File: src/rtl/frbg_pkg.sv
package frbg_pkg;

    localparam int SCNT_W = 3;

    typedef enum logic [1:0] {
        RATE_X1  = 2'b00,
        RATE_X2  = 2'b01,
        RATE_X4  = 2'b10,
        RATE_ALT = 2'b11
    } rate_e;

    typedef enum logic [1:0] {
        PS_LOAD    = 2'b00,
        PS_COUNT   = 2'b01,
        PS_STRETCH = 2'b10
    } pstate_e;

    // strobes per half bit-clock period, minus one
    function automatic logic [SCNT_W-1:0] toggle_limit(input rate_e r);
        logic [SCNT_W-1:0] lim;
        case (r)
            RATE_X2: lim = SCNT_W'(3);
            RATE_X4: lim = SCNT_W'(1);
            default: lim = SCNT_W'(7);
        endcase
        return lim;
    endfunction

endpackage

File: src/rtl/frbg_frac_acc.sv
module frbg_frac_acc #(
    parameter int FRAC_W = 4
) (
    input  logic              clk_i,
    input  logic              rst_ni,
    input  logic              step_i,
    input  logic [FRAC_W-1:0] frac_i,
    output logic              carry_o
);

    logic [FRAC_W-1:0] acc_q;
    logic [FRAC_W:0]   sum;

    always_comb begin
        sum     = {1'b0, acc_q} + {1'b0, frac_i};
        carry_o = sum[FRAC_W];
    end

    always_ff @(posedge clk_i or negedge rst_ni) begin
        if (!rst_ni) begin
            acc_q <= '0;
        end else if (step_i) begin
            acc_q <= sum[FRAC_W-1:0];
        end
    end

    AST_ZERO_FRAC_HOLDS: assert property (@(posedge clk_i) disable iff (!rst_ni)
        (step_i && frac_i == '0) |=> $stable(acc_q));

    AST_CARRY_WRAPS: assert property (@(posedge clk_i) disable iff (!rst_ni)
        (step_i && carry_o) |=> (acc_q < $past(frac_i)));

endmodule

File: src/rtl/frbg_period_fsm.sv
module frbg_period_fsm
    import frbg_pkg::*;
#(
    parameter int DIV_W = 16
) (
    input  logic             clk_i,
    input  logic             rst_ni,
    input  logic [DIV_W-1:0] div_i,
    input  logic             carry_i,
    output logic             load_o,
    output logic             end_o,
    output logic             tick_o
);

    localparam logic [DIV_W-1:0] ONE = DIV_W'(1);

    pstate_e          state_q, state_d;
    logic [DIV_W-1:0] cnt_q, cnt_d;
    logic [DIV_W-1:0] div_eff;
    logic             stretch_q, stretch_d;
    logic             tick_q;

    always_comb begin
        div_eff   = (div_i == '0) ? ONE : div_i;
        state_d   = state_q;
        cnt_d     = cnt_q;
        stretch_d = stretch_q;
        end_o     = 1'b0;
        load_o    = 1'b0;
        unique case (state_q)
            PS_LOAD: begin
                load_o = 1'b1;                       // start
            end
            PS_COUNT: begin
                if (cnt_q != '0) begin
                    cnt_d = cnt_q - ONE;
                end else if (stretch_q) begin
                    state_d = PS_STRETCH;            // extend
                end else begin
                    end_o  = 1'b1;                   // reload
                    load_o = 1'b1;
                end
            end
            PS_STRETCH: begin
                end_o  = 1'b1;                       // finish
                load_o = 1'b1;
            end
            default: state_d = PS_LOAD;
        endcase
        if (load_o) begin
            state_d   = PS_COUNT;
            cnt_d     = div_eff - ONE;
            stretch_d = carry_i;
        end
    end

    // state register
    always_ff @(posedge clk_i or negedge rst_ni) begin
        if (!rst_ni) begin
            state_q   <= PS_LOAD;
            cnt_q     <= '0;
            stretch_q <= 1'b0;
        end else begin
            state_q   <= state_d;
            cnt_q     <= cnt_d;
            stretch_q <= stretch_d;
        end
    end

    // output register
    always_ff @(posedge clk_i or negedge rst_ni) begin
        if (!rst_ni) begin
            tick_q <= 1'b0;
        end else begin
            tick_q <= end_o;
        end
    end

    assign tick_o = tick_q;

    AST_TICK_GAP: assert property (@(posedge clk_i) disable iff (!rst_ni)
        (tick_q && cnt_q != '0) |=> !tick_q);

    AST_STRETCH_ONE_CYCLE: assert property (@(posedge clk_i) disable iff (!rst_ni)
        (state_q == PS_STRETCH) |=> (state_q == PS_COUNT));

    AST_STRETCH_ENTRY: assert property (@(posedge clk_i) disable iff (!rst_ni)
        (state_q == PS_STRETCH) |-> ($past(state_q) == PS_COUNT && $past(cnt_q) == '0));

    AST_UNIT_PERIOD: assert property (@(posedge clk_i) disable iff (!rst_ni)
        (tick_q && cnt_q == '0 && !stretch_q) |=> tick_q);

endmodule

File: src/rtl/frbg_bitclk.sv
module frbg_bitclk
    import frbg_pkg::*;
(
    input  logic       clk_i,
    input  logic       rst_ni,
    input  logic       load_i,
    input  logic       end_i,
    input  logic [1:0] rate_i,
    output logic       bclk_o
);

    rate_e             rate_q;
    logic [SCNT_W-1:0] scnt_q;
    logic              bclk_q;

    always_ff @(posedge clk_i or negedge rst_ni) begin
        if (!rst_ni) begin
            rate_q <= RATE_X1;
            scnt_q <= '0;
            bclk_q <= 1'b0;
        end else begin
            if (load_i) begin
                rate_q <= rate_e'(rate_i);
            end
            if (end_i) begin
                if (scnt_q >= toggle_limit(rate_q)) begin
                    scnt_q <= '0;
                    bclk_q <= ~bclk_q;
                end else begin
                    scnt_q <= scnt_q + SCNT_W'(1);
                end
            end
        end
    end

    assign bclk_o = bclk_q;

    AST_BCLK_ON_TICK: assert property (@(posedge clk_i) disable iff (!rst_ni)
        !$stable(bclk_q) |-> $past(end_i));

endmodule

File: src/rtl/frac_baud_gen.sv
module frac_baud_gen
    import frbg_pkg::*;
#(
    parameter int DIV_W  = 16,
    parameter int FRAC_W = 4
) (
    input  logic              clk_i,
    input  logic              rst_ni,
    input  logic [DIV_W-1:0]  div_i,
    input  logic [FRAC_W-1:0] frac_i,
    input  logic [1:0]        rate_i,
    output logic              tick16_o,
    output logic              bclk_o
);

    logic load;
    logic period_end;
    logic carry;

    frbg_frac_acc #(.FRAC_W(FRAC_W)) u_acc (
        .clk_i   (clk_i),
        .rst_ni  (rst_ni),
        .step_i  (load),
        .frac_i  (frac_i),
        .carry_o (carry)
    );

    frbg_period_fsm #(.DIV_W(DIV_W)) u_fsm (
        .clk_i   (clk_i),
        .rst_ni  (rst_ni),
        .div_i   (div_i),
        .carry_i (carry),
        .load_o  (load),
        .end_o   (period_end),
        .tick_o  (tick16_o)
    );

    frbg_bitclk u_bclk (
        .clk_i  (clk_i),
        .rst_ni (rst_ni),
        .load_i (load),
        .end_i  (period_end),
        .rate_i (rate_i),
        .bclk_o (bclk_o)
    );

    AST_TICK_AFTER_END: assert property (@(posedge clk_i) disable iff (!rst_ni)
        period_end |=> tick16_o);

endmodule

File: config.mk
export PLATFORM = sky130hd
export DESIGN_NAME = frac_baud_gen
export DESIGN_NICKNAME = d
export VERILOG_FILES = /design/src/rtl/frbg_pkg.sv /design/src/rtl/frbg_frac_acc.sv /design/src/rtl/frbg_period_fsm.sv /design/src/rtl/frbg_bitclk.sv /design/src/rtl/frac_baud_gen.sv
export SDC_FILE = /design/constraint.sdc
export NUM_CORES = 1
export LEC_CHECK = 0
export ABC_AREA = 0
export BUFFER_PORTS_ARGS = -buffer_cell sky130_fd_sc_hd__buf_4
export CAP_MARGIN = 20
export CORE_ASPECT_RATIO = 1.5
export CORE_MARGIN = 1.5
export CORE_UTILIZATION = 58
export CTS_BUF_LIST = sky130_fd_sc_hd__clkbuf_4
export CTS_CLUSTER_SIZE = 16
export DETAILED_ROUTE_END_ITERATION = 7
export PLACE_DENSITY = 0.79
export SYNTH_ARGS = -nofsm -noshare
export SYNTH_HDL_FRONTEND = slang
export SYNTH_HIERARCHICAL = 1
export SYNTH_SLANG_ARGS = --single-unit
File: constraint.sdc
create_clock -name clk_i -period 8.6 [get_ports clk_i]
set_input_delay 0.43 -clock clk_i [delete_from_list [all_inputs] [get_ports clk_i]]
set_output_delay 0.43 -clock clk_i [all_outputs]
set_load 0.1 [all_outputs]
# Word-level counts from Yosys, hierarchy flattened
# Index checks and enable logic that the tools add are counted.
word_totals:
  register_bits: 30
  in_bits: 24
  output_inout_bits: 2
  elab_cells: 45
op_classes:
  n_addsub: 4
  order_cmp: 1
  n_eq_ne: 7
  muxes: 15
  n_bitwise: 1
  n_reduce_logical: 9
ops:
  columns: ["operator", "count"]
  rows:
  - ["2-to-1 mux 16 bit", 4]
  - ["subtractor 16 x 1 -> 16 bit (second input constant)", 2]
  - ["logical NOT 16 bit", 1]
  - ["nonzero test 16 bit", 1]
  - ["2-to-1 mux 2 bit", 3]
  - ["2-to-1 mux 3 bit", 2]
  - ["case mux 3 bit (2 select lines)", 1]
  - ["adder 4 x 4 -> 5 bit", 1]
  - ["== test 2 x 1 -> 1 bit (second input constant)", 2]
  - ["== test 2 bit (second input constant)", 2]
  - ["case mux 1 bit (2 select lines)", 2]
  - ["case mux 2 bit (2 select lines)", 1]
  - ["AND reduction 2 bit", 2]
  - ["nonzero test 2 bit", 2]
  - ["adder 3 x 1 -> 3 bit (second input constant)", 1]
  - [">= comparator 3 bit", 1]
  - ["inequality test 3 x 2 -> 1 bit (second input constant)", 1]
  - ["inequality test 3 bit (second input constant)", 1]
  - ["AND reduction 3 bit", 1]
  - ["logical NOT 2 bit", 1]
  - ["2-to-1 mux 1 bit", 2]
  - ["inequality test 2 x 1 -> 1 bit (second input constant)", 1]
  - ["OR reduction 2 bit", 1]
  - ["inverter 1 bit", 1]

# Depth between registers and ports, before layout
# Gate-level depths: netlist (run 1).
depth:
  word_depth: 6
  depth_mapped: 15
  mapped_depth_nobuf: 14

# By module
# Netlist (run 1), hierarchy kept.
by_module_without_submodules:
  columns: ["module", "n_inst", "cells_each", "area_per_inst_um2", "seq_area_each_um2"]
  rows:
  - ["frbg_period_fsm", 1, 196, 1585.3, 500.5]
  - ["frbg_bitclk", 1, 32, 344.1, 150.1]
  - ["frbg_frac_acc", 1, 28, 307.8, 100.1]

# Least setup slack after synthesis (run 1)
# Ideal clock, no wire load.
synth_timing:
  path_type: "register to register"
  start: "register u_fsm.state_q[0]"
  end: "register u_fsm.cnt_q[12]"
  setup_ns: 0.077
  arrival_ns: 3.529
  required_ns: 8.523
  slack_ns: 4.993
  stages_incl_launch_ff: 15
  path_buffers: 1
  path_cell_list: "dfrtp_1 -> inv_1 -> ha_1 -> nor2_1 -> nor2_1 -> a31oi_1 -> clkbuf_1 -> mux2i_1 -> ha_1 -> or4b_2 -> nor3_1 -> nand2_1 -> xor2_1 -> a32o_1 -> a21oi_1"
synth_between:
  elab_chain_cells: 5
  word_cells_on_any_way: 9
synth_rtl:
  columns: ["item", "line", "source"]
  rows:
  - ["start: declaration", "frbg_period_fsm.sv:17", "pstate_e state_q, state_d;"]
  - ["start signal: assignment", "frbg_period_fsm.sv:64", "state_q <= state_d;"]
  - ["== test 2 bit or logical NOT 2 bit (tied branches)", "frbg_period_fsm.sv:30", "unique case (state_q)"]
  - ["OR reduction 2 bit (no source line)", null, null]
  - ["case mux 1 bit (2 select lines)", "frbg_period_fsm.sv:30", null]
  - ["nonzero test 2 bit (no source line)", null, null]
  - ["AND reduction 2 bit (no source line)", null, null]
  - ["end signal: assignment", "frbg_period_fsm.sv:65", "cnt_q <= cnt_d;"]
  - ["end: declaration", "frbg_period_fsm.sv:18", "logic [DIV_W-1:0] cnt_q, cnt_d;"]
# Several ways; a longest one is shown, not always the timed one.
# A chain may end at the register's enable or synchronous reset.

# Worst setup path after layout (run 1)
layout_timing:
  start: "register u_fsm.state_q[0]"
  end: "register u_fsm.cnt_q[14]"
layout_between:
  elab_chain_cells: 5
  word_cells_on_any_way: 9
layout_rtl:
  columns: ["item", "line", "source"]
  rows:
  - ["== test 2 bit or logical NOT 2 bit (tied branches)", "frbg_period_fsm.sv:30", null]
  - ["OR reduction 2 bit (no source line)", null, null]
  - ["case mux 1 bit (2 select lines) *", "frbg_period_fsm.sv:30", null]
  - ["via load", "frac_baud_gen.sv:16", "logic load;"]
  - ["nonzero test 2 bit (no source line)", null, null]
  - ["AND reduction 2 bit (no source line)", null, null]
# Mark *: on every way through the listed nets, which the timed path passes. The rest lies on a longest branch.

==> results of run 1 <==
## metrics by stage
stage / hold slack, ns / worst slack (ns) / instances / power, mW
final: 0.01751 / 4.436 / 324 / 0.6642
after global routing: 0.03206 / 3.946 / 324 / 0.7262
after CTS: 0.02473 / 4.483 / 324 / 0.6639
after detailed placement: 0.3842 / 4.508 / 318 / 0.5890
after global placement: 0.3868 / 4.740 / 318 / 0.5747
after floorplan: 0.1344 / 4.993 / 256 / 0.5088
## how the worst max path moves through the flow
stage,startpoint,end,slack [ns],cells past startpoint
after global placement,u_fsm/state_q[0],u_fsm/cnt_q[12],4.74,15
after floorplan,u_fsm/state_q[0],u_fsm/cnt_q[12],4.99,14
final,u_fsm/state_q[0],u_fsm/cnt_q[14],4.44,15
after CTS,u_fsm/state_q[0],u_fsm/cnt_q[14],4.48,15
after detailed placement,u_fsm/state_q[0],u_fsm/cnt_q[14],4.51,15
after global routing,u_fsm/state_q[0],u_fsm/cnt_q[14],3.95,15
## synth_stat cells, types with 4 or more instances
cell     number  share of area
ha_1         14          0.078
nor3_1       18          0.040
nand2_1      21          0.035
nand3_1       5          0.011
o21ai_0      21          0.047
nor2_1       25          0.042
a21o_1        4          0.013
dfrtp_1      30           0.34
a21oi_1      14          0.031
mux2_2        4          0.020
nor4_1        6          0.017
xnor2_1       6          0.023
inv_1        13          0.022
## where the power goes
group          switching [mW]  total (mW)  leakage [nW]  internal [mW]
Sequential             0.0606       0.261         0.369          0.200
Clock                  0.0458      0.0736        0.0246         0.0278
Combinational           0.186       0.330         0.693          0.144
Total                   0.292       0.664          1.09          0.372
## registers in the layout, summed over array words and instances, names as in the netlist
name and count:
u_acc/acc_q 4, u_fsm/stretch_q 1, u_bclk/bclk_o 1, u_bclk/scnt_q 3, u_bclk/rate_q 2, u_fsm/state_q 2
u_fsm/cnt_q 16, u_fsm/tick_o 1
## per-layer routing
layer	vias to the layer above	part of all wire
met2	53	0.52
met4	0	0.021
li1	1000	-
met1	965	0.42
met5	-	0
met3	11	0.041
## cells by family (layout without fill, tap and decap cells)
kind of cell / after synthesis / count (layout)
simple gates: 105 / 105
compound gates: 69 / 69
flops: 30 / 30
buf+inv: 22 / 47
fa+ha+maj: 15 / 15
xor+xnor: 8 / 8
mux: 7 / 7
## area by class of cell
| type | count | share of cell area |
|---|---|---|
| clock inverter | 1 | 0.001508 |
| timing repair buffer | 26 | 0.07843 |
| inverter | 15 | 0.02262 |
| tap | 43 | 0.02162 |
| clock buffer | 5 | 0.01508 |
| sequential | 30 | 0.3017 |
| multi-input combinational | 204 | 0.5591 |
## placed cells by master, fill, tap and decap left out, types with 3 or more instances in the layout
master / instances
nor3b_1: 3
inv_1: 13
a21oi_1: 14
clkbuf_4: 5
mux2_2: 4
nor4_1: 6
nand2b_1: 3
buf_4: 26
xnor2_1: 6
dfrtp_1: 30
ha_1: 14
nor3_1: 18
nand3_1: 5
o21ai_0: 21
nor2_1: 25
nand2_1: 21
a21o_1: 4
o31ai_1: 3
==> run_results.csv, run 1 <==
group,metric,value,unit
grt,grt_max_degree,32,
timing,fmaxAchievable,0.2402,GHz
finish,drive_gt1_frac,0.1957,
worst_setup_path,r2r_setup_slack,4.44,ns
clock_tree,clock_latency,0.33,ns
worst_setup_path,end_kind,"flip-flop",
worst_setup_path,path_delay_family,"simple AND/OR/NAND/NOR gates",
worst_setup_path,max_stage_delay,0.55,ns
clock_tree,post_cts_buffers,0,
die,num_rows,27,
yosys,synth-compound-area-share,0.2109,
pwr,power_density,266.9,nW/um^2
die,die_area,4247,um^2
grt,grtUsageMet2,0.4805,
yosys,synth-main-ff-cell,"dfrtp_1",
clock_tree,htree_levels,2,
grt,grt_util_met3,0.04135,
yosys,netlist_area,2237,um^2
clock_tree,postCtsHoldBufs,0,
yosys,syn_nets,295,
timing,post-route-min-period,4.164,ns
worst_setup_path,slowest_stage,"or4b_1",
yosys,synthArstFlopShare,1.000,
grt,grt_usage,0.2754,
grt,grt_pass1_wl,8687,um
yosys,synthDistinctLibCells,65,
yosys,synth_top_family_by_area,"simple AND/OR/NAND/NOR gates",
place,dpl_cell_area,2447,um^2
yosys,synth_xor_area_frac,0.03132,
routing,first_pass_iters,4,
clock_tree,numCtsBuffers,5,
finish,final_util,0.6758,
die,ios,26,
yosys,synth_fa_ha_area_frac,0.08725,
clock_tree,clkTransAtPathRegs,0.09,ns
grt,grt-busiest-layer,"met2",
grt,gr-usage-met1,0.3228,
timing,rsz0062_at_grt,"false",
timing,final-max-slew-violation-count,0,
finish,stdcell_area,2489,um^2
clock_tree,cts_resized,0,
die,die_y,79.07,um
routing,vias_per_cell,6.262,
worst_setup_path,arrival,4.41,ns
routing,drc,0,
yosys,ys_seq_elements,30,
yosys,synth_edf_count,0,
worst_setup_path,rr_startpoint,"u_fsm/state_q[0]",
worst_setup_path,path_class,"reg -> reg",
finish,n_fill_cell,317,
timing,setup_viol,0,
clock_tree,cts_sinks,30,
flow_run,cap_violations,0,
worst_setup_path,crit_fanout,31,
clock_tree,cts_root_buf,"clkbuf_4",
clock_tree,clockBufferDepth,2,
yosys,seq_area_frac_synth,0.3356,
yosys,avgSynthCellArea,8.739,um^2
yosys,synth-simple-area-share,0.2584,
finish,area_growth,11.24,%
routing,vias,2029,
pwr,ir_drop,0.1552,mV
clock_tree,cts_tree,"built",
finish,final_nets,321,
worst_setup_path,critical_path.startpoint_type,"flip-flop",
worst_setup_path,timing.rr.end,"u_fsm/cnt_q[14]",
finish,register_area,750.7,um^2
routing,ant_nets,0,
grt,antenna_found_initial,0,
worst_setup_path,path_cells,"inv_1 -> ha_1 -> nor2_1 -> nor2_1 -> a31oi_1 -> buf_4 -> inv_2 -> o21ai_0 -> ha_1 -> or4b_1 -> or2_2 -> nor4_1 -> nor3b_1 -> a21oi_1 -> o21ai_0",
finish,multi_input_area,1391,um^2
die,die_w,53.71,um
min_path,hp-class,"in -> async",
timing,maxSlewHeadroom,0.4094,
worst_setup_path,r2r_cells,15,
routing,drt_iter0_drc,66,
worst_setup_path,cp.buffers_inverters,3,
place,dp_hpwl,3882,um
place,io_buffers,25,
timing,tns,0,ns
yosys,muxShareOfSynthArea,0.03412,
yosys,ys_warn_count,6,
timing,tightest_slew,0.8831,ns
place,routabilityCongestion,0.9285,
routing,routedWlPerCell,16.05,um
timing,fin_skew,0.007590,ns
timing,fin_crit_sh,0.4842,
grt,grt_pass1_vias,1981,
die,coreArea,3682,um^2
timing,finalHoldViolCount,0,
pwr,p_leak,1.086,nW
grt,gr-total-overflow,0,
finish,num_antenna_cells,0,
yosys,syn_inst,256,
die,start_util,0.6075,
routing,wl,5200,um
worst_setup_path,cp.required,8.85,ns
outcome,status,"complete, no violations",
Power figures use the tool's default switching activity.
==> run 2, diff against run 1 <==
CORE_UTILIZATION = 55   (was 58)
clock period = 3.5 ns   (was 8.6 ns; I/O delays follow)
==> run 2 against run 1 <==
Against the previous run: die area grew 5.2%; worst hold slack gained 0.026 ns; clock-buffer cell count grew 1; via count grew 5.3%; design area grew 8.8%; clock power grew to 2.9 times the previous value; final cell count grew 7.7%; sequential share of layout area shrank 2.4 points.
==> run_results.csv, run 2 (same netlist as run 1, synthesis figures left out) <==
group,metric,value,unit
die,die_w,55.08,um
clock_tree,cts_root_buf,"clkbuf_4",
min_path,hold_depth,3,
finish,multi_input_area,1435,um^2
routing,vias_per_cell,6.120,
timing,post-route-min-period,3.289,ns
die,ios,26,
worst_setup_path,path_class,"reg -> reg",
worst_setup_path,arrival,3.52,ns
grt,antenna_found_initial,0,
worst_setup_path,cp.buffers_inverters,0,
pwr,power_frac_seq,0.319,
timing,setup_viol,0,
finish,n_fill_cell,344,
pwr,p_clk_frac,0.114,
timing,maxSlewHeadroom,0.6505,
timing,fin_skew,0.007448,ns
worst_setup_path,critical_path.startpoint_type,"flip-flop",
worst_setup_path,timing.rr.end,"u_fsm/cnt_q[10]",
grt,gr-total-overflow,0,
place,routabilityCongestion,0.9214,
place,dpl_cell_area,2606,um^2
clock_tree,cts_sinks,30,
routing,vias,2136,
worst_setup_path,cp.required,3.73,ns
die,coreArea,3924,um^2
timing,final-max-slew-violation-count,0,
pwr,ir_drop,0.4192,mV
finish,area_growth,21.09,%
grt,grt_pass1_wl,8445,um
place,dp_hpwl,4042,um
worst_setup_path,end_kind,"flip-flop",
finish,largest_register_ff_count,16,
timing,rsz0062_at_grt,"false",
clock_tree,numCtsBuffers,5,
worst_setup_path,path_cells,"or4_4 -> nor3_4 -> a31oi_2 -> a311o_1 -> o21ai_1 -> ha_2 -> or4b_4 -> or2_4 -> o21ai_0 -> a21oi_1 -> nor3_1",
pwr,p_leak,1.204,nW
clock_tree,clock_latency,0.34,ns
routing,ant_nets,0,
die,start_util,0.5702,
pwr,p_switching,0.7900,mW
flow_run,cap_violations,0,
pwr,switching_share,0.4289,
grt,grt_usage,0.2624,
worst_setup_path,slowest_stage,"or4_4",
place,io_buffers,25,
clock_tree,clockBufferDepth,2,
timing,tns,0,ns
min_path,hp-class,"in -> reg",
worst_setup_path,rr_startpoint,"u_fsm/cnt_q[8]",
routing,drt_iter0_drc,46,
clock_tree,cts_tree,"built",
timing,tightest_slew,0.5195,ns
min_path,min-delay-start,"rate_i[0]",
routing,wl,5387,um
routing,first_pass_iters,4,
timing,fin_crit_sh,0.9396,
grt,grt_pass1_vias,1948,
finish,reg.largest.list,"u_fsm/cnt_q: 16 flops, u_acc/acc_q: 4 flops, u_bclk/scnt_q: 3 flops",
clock_tree,clkTransAtPathRegs,0.10,ns
outcome,status,"complete, no violations",
worst_setup_path,crit_fanout,5,
routing,routedWlPerCell,15.44,um
die,die_y,81.11,um
worst_setup_path,r2r_cells,11,
pwr,p_comb_frac,0.567,
routing,drc,0,
clock_tree,htree_levels,2,
pwr,power_density,679.9,nW/um^2
finish,drive_gt1_frac,0.2763,
worst_setup_path,r2r_setup_slack,0.21,ns
die,die_area,4467,um^2
finish,stdcell_area,2709,um^2
grt,grt_max_degree,31,
finish,num_antenna_cells,0,
finish,final_common_cell,"buf_4",
timing,fmaxAchievable,0.3041,GHz
finish,final_nets,342,
min_path,hold_end,"u_bclk/rate_q[0]",
pwr,p_int,1.052,mW
worst_setup_path,max_stage_delay,0.57,ns
timing,finalHoldViolCount,0,
finish,mostFrequentLayoutCells,"buf_4 (46), dfrtp_1 (29), nor2_1 (25)",
finish,top_register,"u_fsm/cnt_q",
die,num_rows,28,
worst_setup_path,path_delay_family,"simple AND/OR/NAND/NOR gates",
finish,register_area,752.0,um^2
-- run 2: how the worst max path moves through the flow --
stage                               start         endpoint  slack, ns  cells after the start
after global placement     u_fsm/cnt_q[7]  u_fsm/cnt_q[12]       0.12                     12
after detailed placement   u_fsm/cnt_q[7]  u_fsm/cnt_q[12]       0.03                     12
after floorplan           u_fsm/cnt_q[13]  u_fsm/cnt_q[14]      0.004                     12
after CTS                  u_fsm/cnt_q[7]  u_fsm/cnt_q[12]       0.02                     12
final                      u_fsm/cnt_q[8]  u_fsm/cnt_q[10]       0.21                     11
after global routing       u_fsm/cnt_q[8]  u_fsm/cnt_q[14]       0.03                     12
-- run 2: tightest hold or removal path, delay by kind of cell --
kind / cells / cell delay, ns
and+or+nand+nor: 1 / 0.03
buffers and inverters: 1 / 0.08
AOI/OAI and AO/OA: 1 / 0.05
-- run 2: power by group through the flow --
stage	Sequential, mW	Clock (mW)	Combinational (mW)
3_5_place_dp	0.596	0	0.999
5_1_grt	0.605	0.233	1.16
6_report	0.588	0.210	1.04
3_3_place_gp	0.590	0	0.976
2_1_floorplan	0.602	0	0.656
4_1_cts	0.589	0.218	1.00
-- run 2: area by class of cell --
class	count	area share
Multi-Input combinational cell	204	0.5298
Sequential cell	30	0.2776
Timing Repair Buffer	47	0.1312
Inverter	15	0.02079
Tap cell	45	0.02079
Clock buffer	6	0.01663
Clock inverter	2	0.003233
-- run 2: metal layers --
metal / wire length (um) / global-route usage / up-vias
met1: 2149 / 0.2774 / 1017
met4: 200 / 0.1439 / 0
met3: 244 / 0.04779 / 16
li1: - / - / 1044
met5: 0 / 0 / -
met2: 2794 / 0.4667 / 59
-- run 2: timing repair --
action / 4_1_cts / 5_1_grt
hold buffers: 1 / 0
gates resized for setup: 0 / 8
endpoints found under the setup margin: 0 / 5
setup buffers: 0 / 1
endpoints found under the hold margin: 30 / 0
-- run 2: per-stage QoR --
step	setup slack, ns	hold WS, ns	total power, mW	util	std cells
global placement	0.1191	0.1320	1.566	0.6642	339
CTS	0.01785	0.02915	1.811	0.6805	348
finish	0.2115	0.04313	1.842	0.6904	349
floorplan	0.003594	-0.1206	1.259	-	256
global route	0.02596	0.05411	1.993	0.6904	349
detailed placement	0.02817	0.1351	1.595	0.6642	339
==> run 3, diff against run 2 <==
ABC_AREA = 1   (was 0)
CORE_UTILIZATION = 58   (was 55)
clock period = 4 ns   (was 3.5 ns; I/O delays follow)
==> run 3 against run 2 <==
Against the previous run: combinational power is 14% lower; fmax is 15% higher; final cell count is 14% higher; clock skew is 0.0024 ns lower; die area is 2.0% lower; synthesized cell count is 27% higher.
==> run_results.csv, run 3 <==
group,metric,value,unit
worst_setup_path,r2r_setup_slack,1.14,ns
finish,final_cells,397,
clock_tree,cts_sinks,30,
routing,vias_per_cell,5.259,
place,io_buffers,25,
yosys,yosysTopAreaCellShare,0.3250,
pwr,power_density,621.6,nW/um^2
yosys,synth.largest_area_cell,"dfrtp_1",
pwr,p_leak,1.353,nW
yosys,syn_nets,365,
routing,wl,5101,um
finish,area_growth,11.00,%
finish,top_register,"u_fsm/cnt_q",
die,start_util,0.6159,
worst_setup_path,r2r_cells,15,
clock_tree,htree_levels,2,
worst_setup_path,cp_common_cell,"nand2_1",
clock_tree,cts_tree,"built",
routing,vias,2088,
finish,stdcell_area,2564,um^2
worst_setup_path,cp.required,4.22,ns
worst_setup_path,rr_startpoint,"u_fsm/state_q[0]",
timing,fin_crit_sh,0.7155,
clock_tree,numCtsBuffers,5,
timing,maxSlewHeadroom,0.4372,
place,dpl_cell_area,2500,um^2
yosys,avgSynthCellArea,7.085,um^2
worst_setup_path,path_cells,"inv_1 -> ha_1 -> nor2_1 -> nand2_4 -> nand2_4 -> clkinv_2 -> nand2_1 -> nand2_1 -> ha_1 -> nand3_1 -> nor2_1 -> nand2_1 -> nand2_1 -> nand3_1 -> o21ai_1",
timing,setup_ws,1.138,ns
worst_setup_path,timing.rr.end,"u_fsm/cnt_q[8]",
yosys,yosysMostFrequentCell,"nand2_1",
worst_setup_path,slowest_stage,"dfrtp_1",
pwr,ir_drop,0.4102,mV
worst_setup_path,crit_start,"u_fsm/state_q[0]",
worst_setup_path,critical_path.startpoint_type,"flip-flop",
timing,fmaxAchievable,0.3494,GHz
yosys,ys_warn_count,6,
finish,largest_register_ff_count,16,
grt,grt_max_degree,31,
die,num_rows,27,
flow_run,cap_violations,0,
grt,grt_pass1_vias,2063,
timing,finalHoldViolCount,0,
timing,fin_skew,0.005037,ns
clock_tree,clockBufferDepth,2,
finish,final_util,0.6837,
place,dp_hpwl,3986,um
worst_setup_path,end_kind,"flip-flop",
grt,grt-busiest-layer,"met2",
min_path,hold_end,"u_bclk/rate_q[0]",
timing,rsz0062_at_grt,"false",
yosys,synthTopCellsByCount,"nand2_1 (93), inv_1 (44), nand3_1 (38)",
die,die_y,80.29,um
clock_tree,cts_resized,0,
finish,reg.largest.list,"u_fsm/cnt_q: 16 flops, u_acc/acc_q: 4 flops, u_bclk/scnt_q: 3 flops",
routing,ant_nets,0,
routing,first_pass_iters,4,
outcome,status,"complete, no violations",
die,coreArea,3750,um^2
timing,setup_viol,0,
clock_tree,post_cts_buffers,0,
grt,grt_util_met3,0.04833,
yosys,synth_edf_count,0,
grt,grt_usage,0.2738,
yosys,synthDistinctLibCells,38,
yosys,seq_area_frac_synth,0.3250,
die,ios,26,
finish,mostFrequentLayoutCells,"nand2_1 (93), inv_1 (44), nand3_1 (38)",
min_path,min-delay-start,"rate_i[0]",
timing,tightest_slew,0.8366,ns
worst_setup_path,max_stage_delay,0.43,ns
finish,num_antenna_cells,0,
yosys,synth-main-ff-cell,"dfrtp_1",
die,die_w,54.53,um
worst_setup_path,crit_fanout,25,
timing,post-route-min-period,2.862,ns
min_path,hold_depth,3,
yosys,synthArstFlopShare,1.000,
clock_tree,cts_root_buf,"clkbuf_4",
finish,drive_gt1_frac,0.1921,
place,place_ws,1.187,ns
place,routabilityCongestion,0.8996,
grt,grt_pass1_wl,8721,um
grt,gr-total-overflow,0,
place,dp_cells,388,
clock_tree,clkTransAtPathRegs,0.10,ns
clock_tree,clock_latency,0.33,ns
yosys,ys_seq_elements,30,
routing,routedWlPerCell,12.85,um
routing,drc,0,
worst_setup_path,path_class,"reg -> reg",
grt,antenna_found_initial,0,
min_path,hp-class,"in -> reg",
worst_setup_path,arrival,3.08,ns
clock_tree,postCtsHoldBufs,1,
grt,gr-usage-met1,0.3096,
die,die_area,4378,um^2
timing,tns,0,ns
finish,final_common_cell,"nand2_1",
grt,grtUsageMet2,0.4735,
yosys,netlist_area,2310,um^2
yosys,synth_area_leaders,"dfrtp_1 (33%), nand2_1 (15%), nand3_1 (8.2%), ha_1 (7.6%), inv_1 (7.2%)",
finish,final_nets,392,
timing,final-max-slew-violation-count,0,
routing,drt_iter0_drc,93,
yosys,syn_inst,326,
## run 3: cell count changes after synthesis, sizes merged, moves of 5 or more
cell	change
nor2	+9
nand2	+83
a21oi	-7
inv	+34
nor4	-6
xnor2	-5
a21o	-5
nor3	-18
or3	-6
nand3	+34
## run 3: metal layers
layer,up-vias,wire length (um)
met5,-,0
met4,0,170
met3,14,216
met2,55,2651
met1,931,2062
li1,1088,-
## run 3: worst max-delay path: cells and delay by family (launching register included)
family | cells | cell delay, ns
AO/OA/AOI/OAI | 1 | 0.07
adder cells (fa/ha/maj) | 2 | 0.44
buffers and inverters | 2 | 0.29
flip-flops | 1 | 0.43
AND/OR/NAND/NOR | 10 | 1.52
## run 3: where the power goes
group / switching, mW / internal (mW)
combinational: 0.583 / 0.310
clock: 0.107 / 0.0727
sequential: 0.0924 / 0.429
total: 0.782 / 0.811
## run 3: cell type report
| class | count | area [um^2] |
|---|---|---|
| Fill cell | 359 | 1186 |
| Tap cell | 43 | 53.80 |
| Multi-Input combinational cell | 240 | 1319 |
| Clock buffer | 6 | 45.04 |
| Timing Repair Buffer | 26 | 197.7 |
| Inverter | 50 | 188.9 |
| Clock inverter | 2 | 8.758 |
| Sequential cell | 30 | 750.7 |
## run 3: worst max-delay path by stage
stage	end	slack [ns]	cells past startpoint
global route	u_fsm/cnt_q[8]	0.85	16
floorplan	u_fsm/cnt_q[10]	1.66	14
detailed placement	u_fsm/cnt_q[8]	1.19	15
CTS	u_fsm/cnt_q[8]	1.17	15
finish	u_fsm/cnt_q[8]	1.14	15
global placement	u_fsm/cnt_q[10]	1.31	16
## run 3: cell families (layout without fill, tap and decap cells)
family | after synthesis | count (layout) | share of synthesized area
AOI/OAI and AO/OA | 32 | 32 | 0.09102
and+or+nand+nor | 190 | 190 | 0.3830
xor gates and xnor gates | 2 | 2 | 0.007585
adders and majority gates | 15 | 15 | 0.08451
DFF | 30 | 30 | 0.3250
buffers and inverters | 56 | 84 | 0.1040
muxes | 1 | 1 | 0.004875
## run 3: per-stage QoR
step,power [mW],hold slack [ns]
after floorplan,1.240,-0.09559
after global placement,1.394,0.1522
after detailed placement,1.416,0.1537
after CTS,1.604,0.05940
after global routing,1.776,0.08021
final,1.594,0.06284
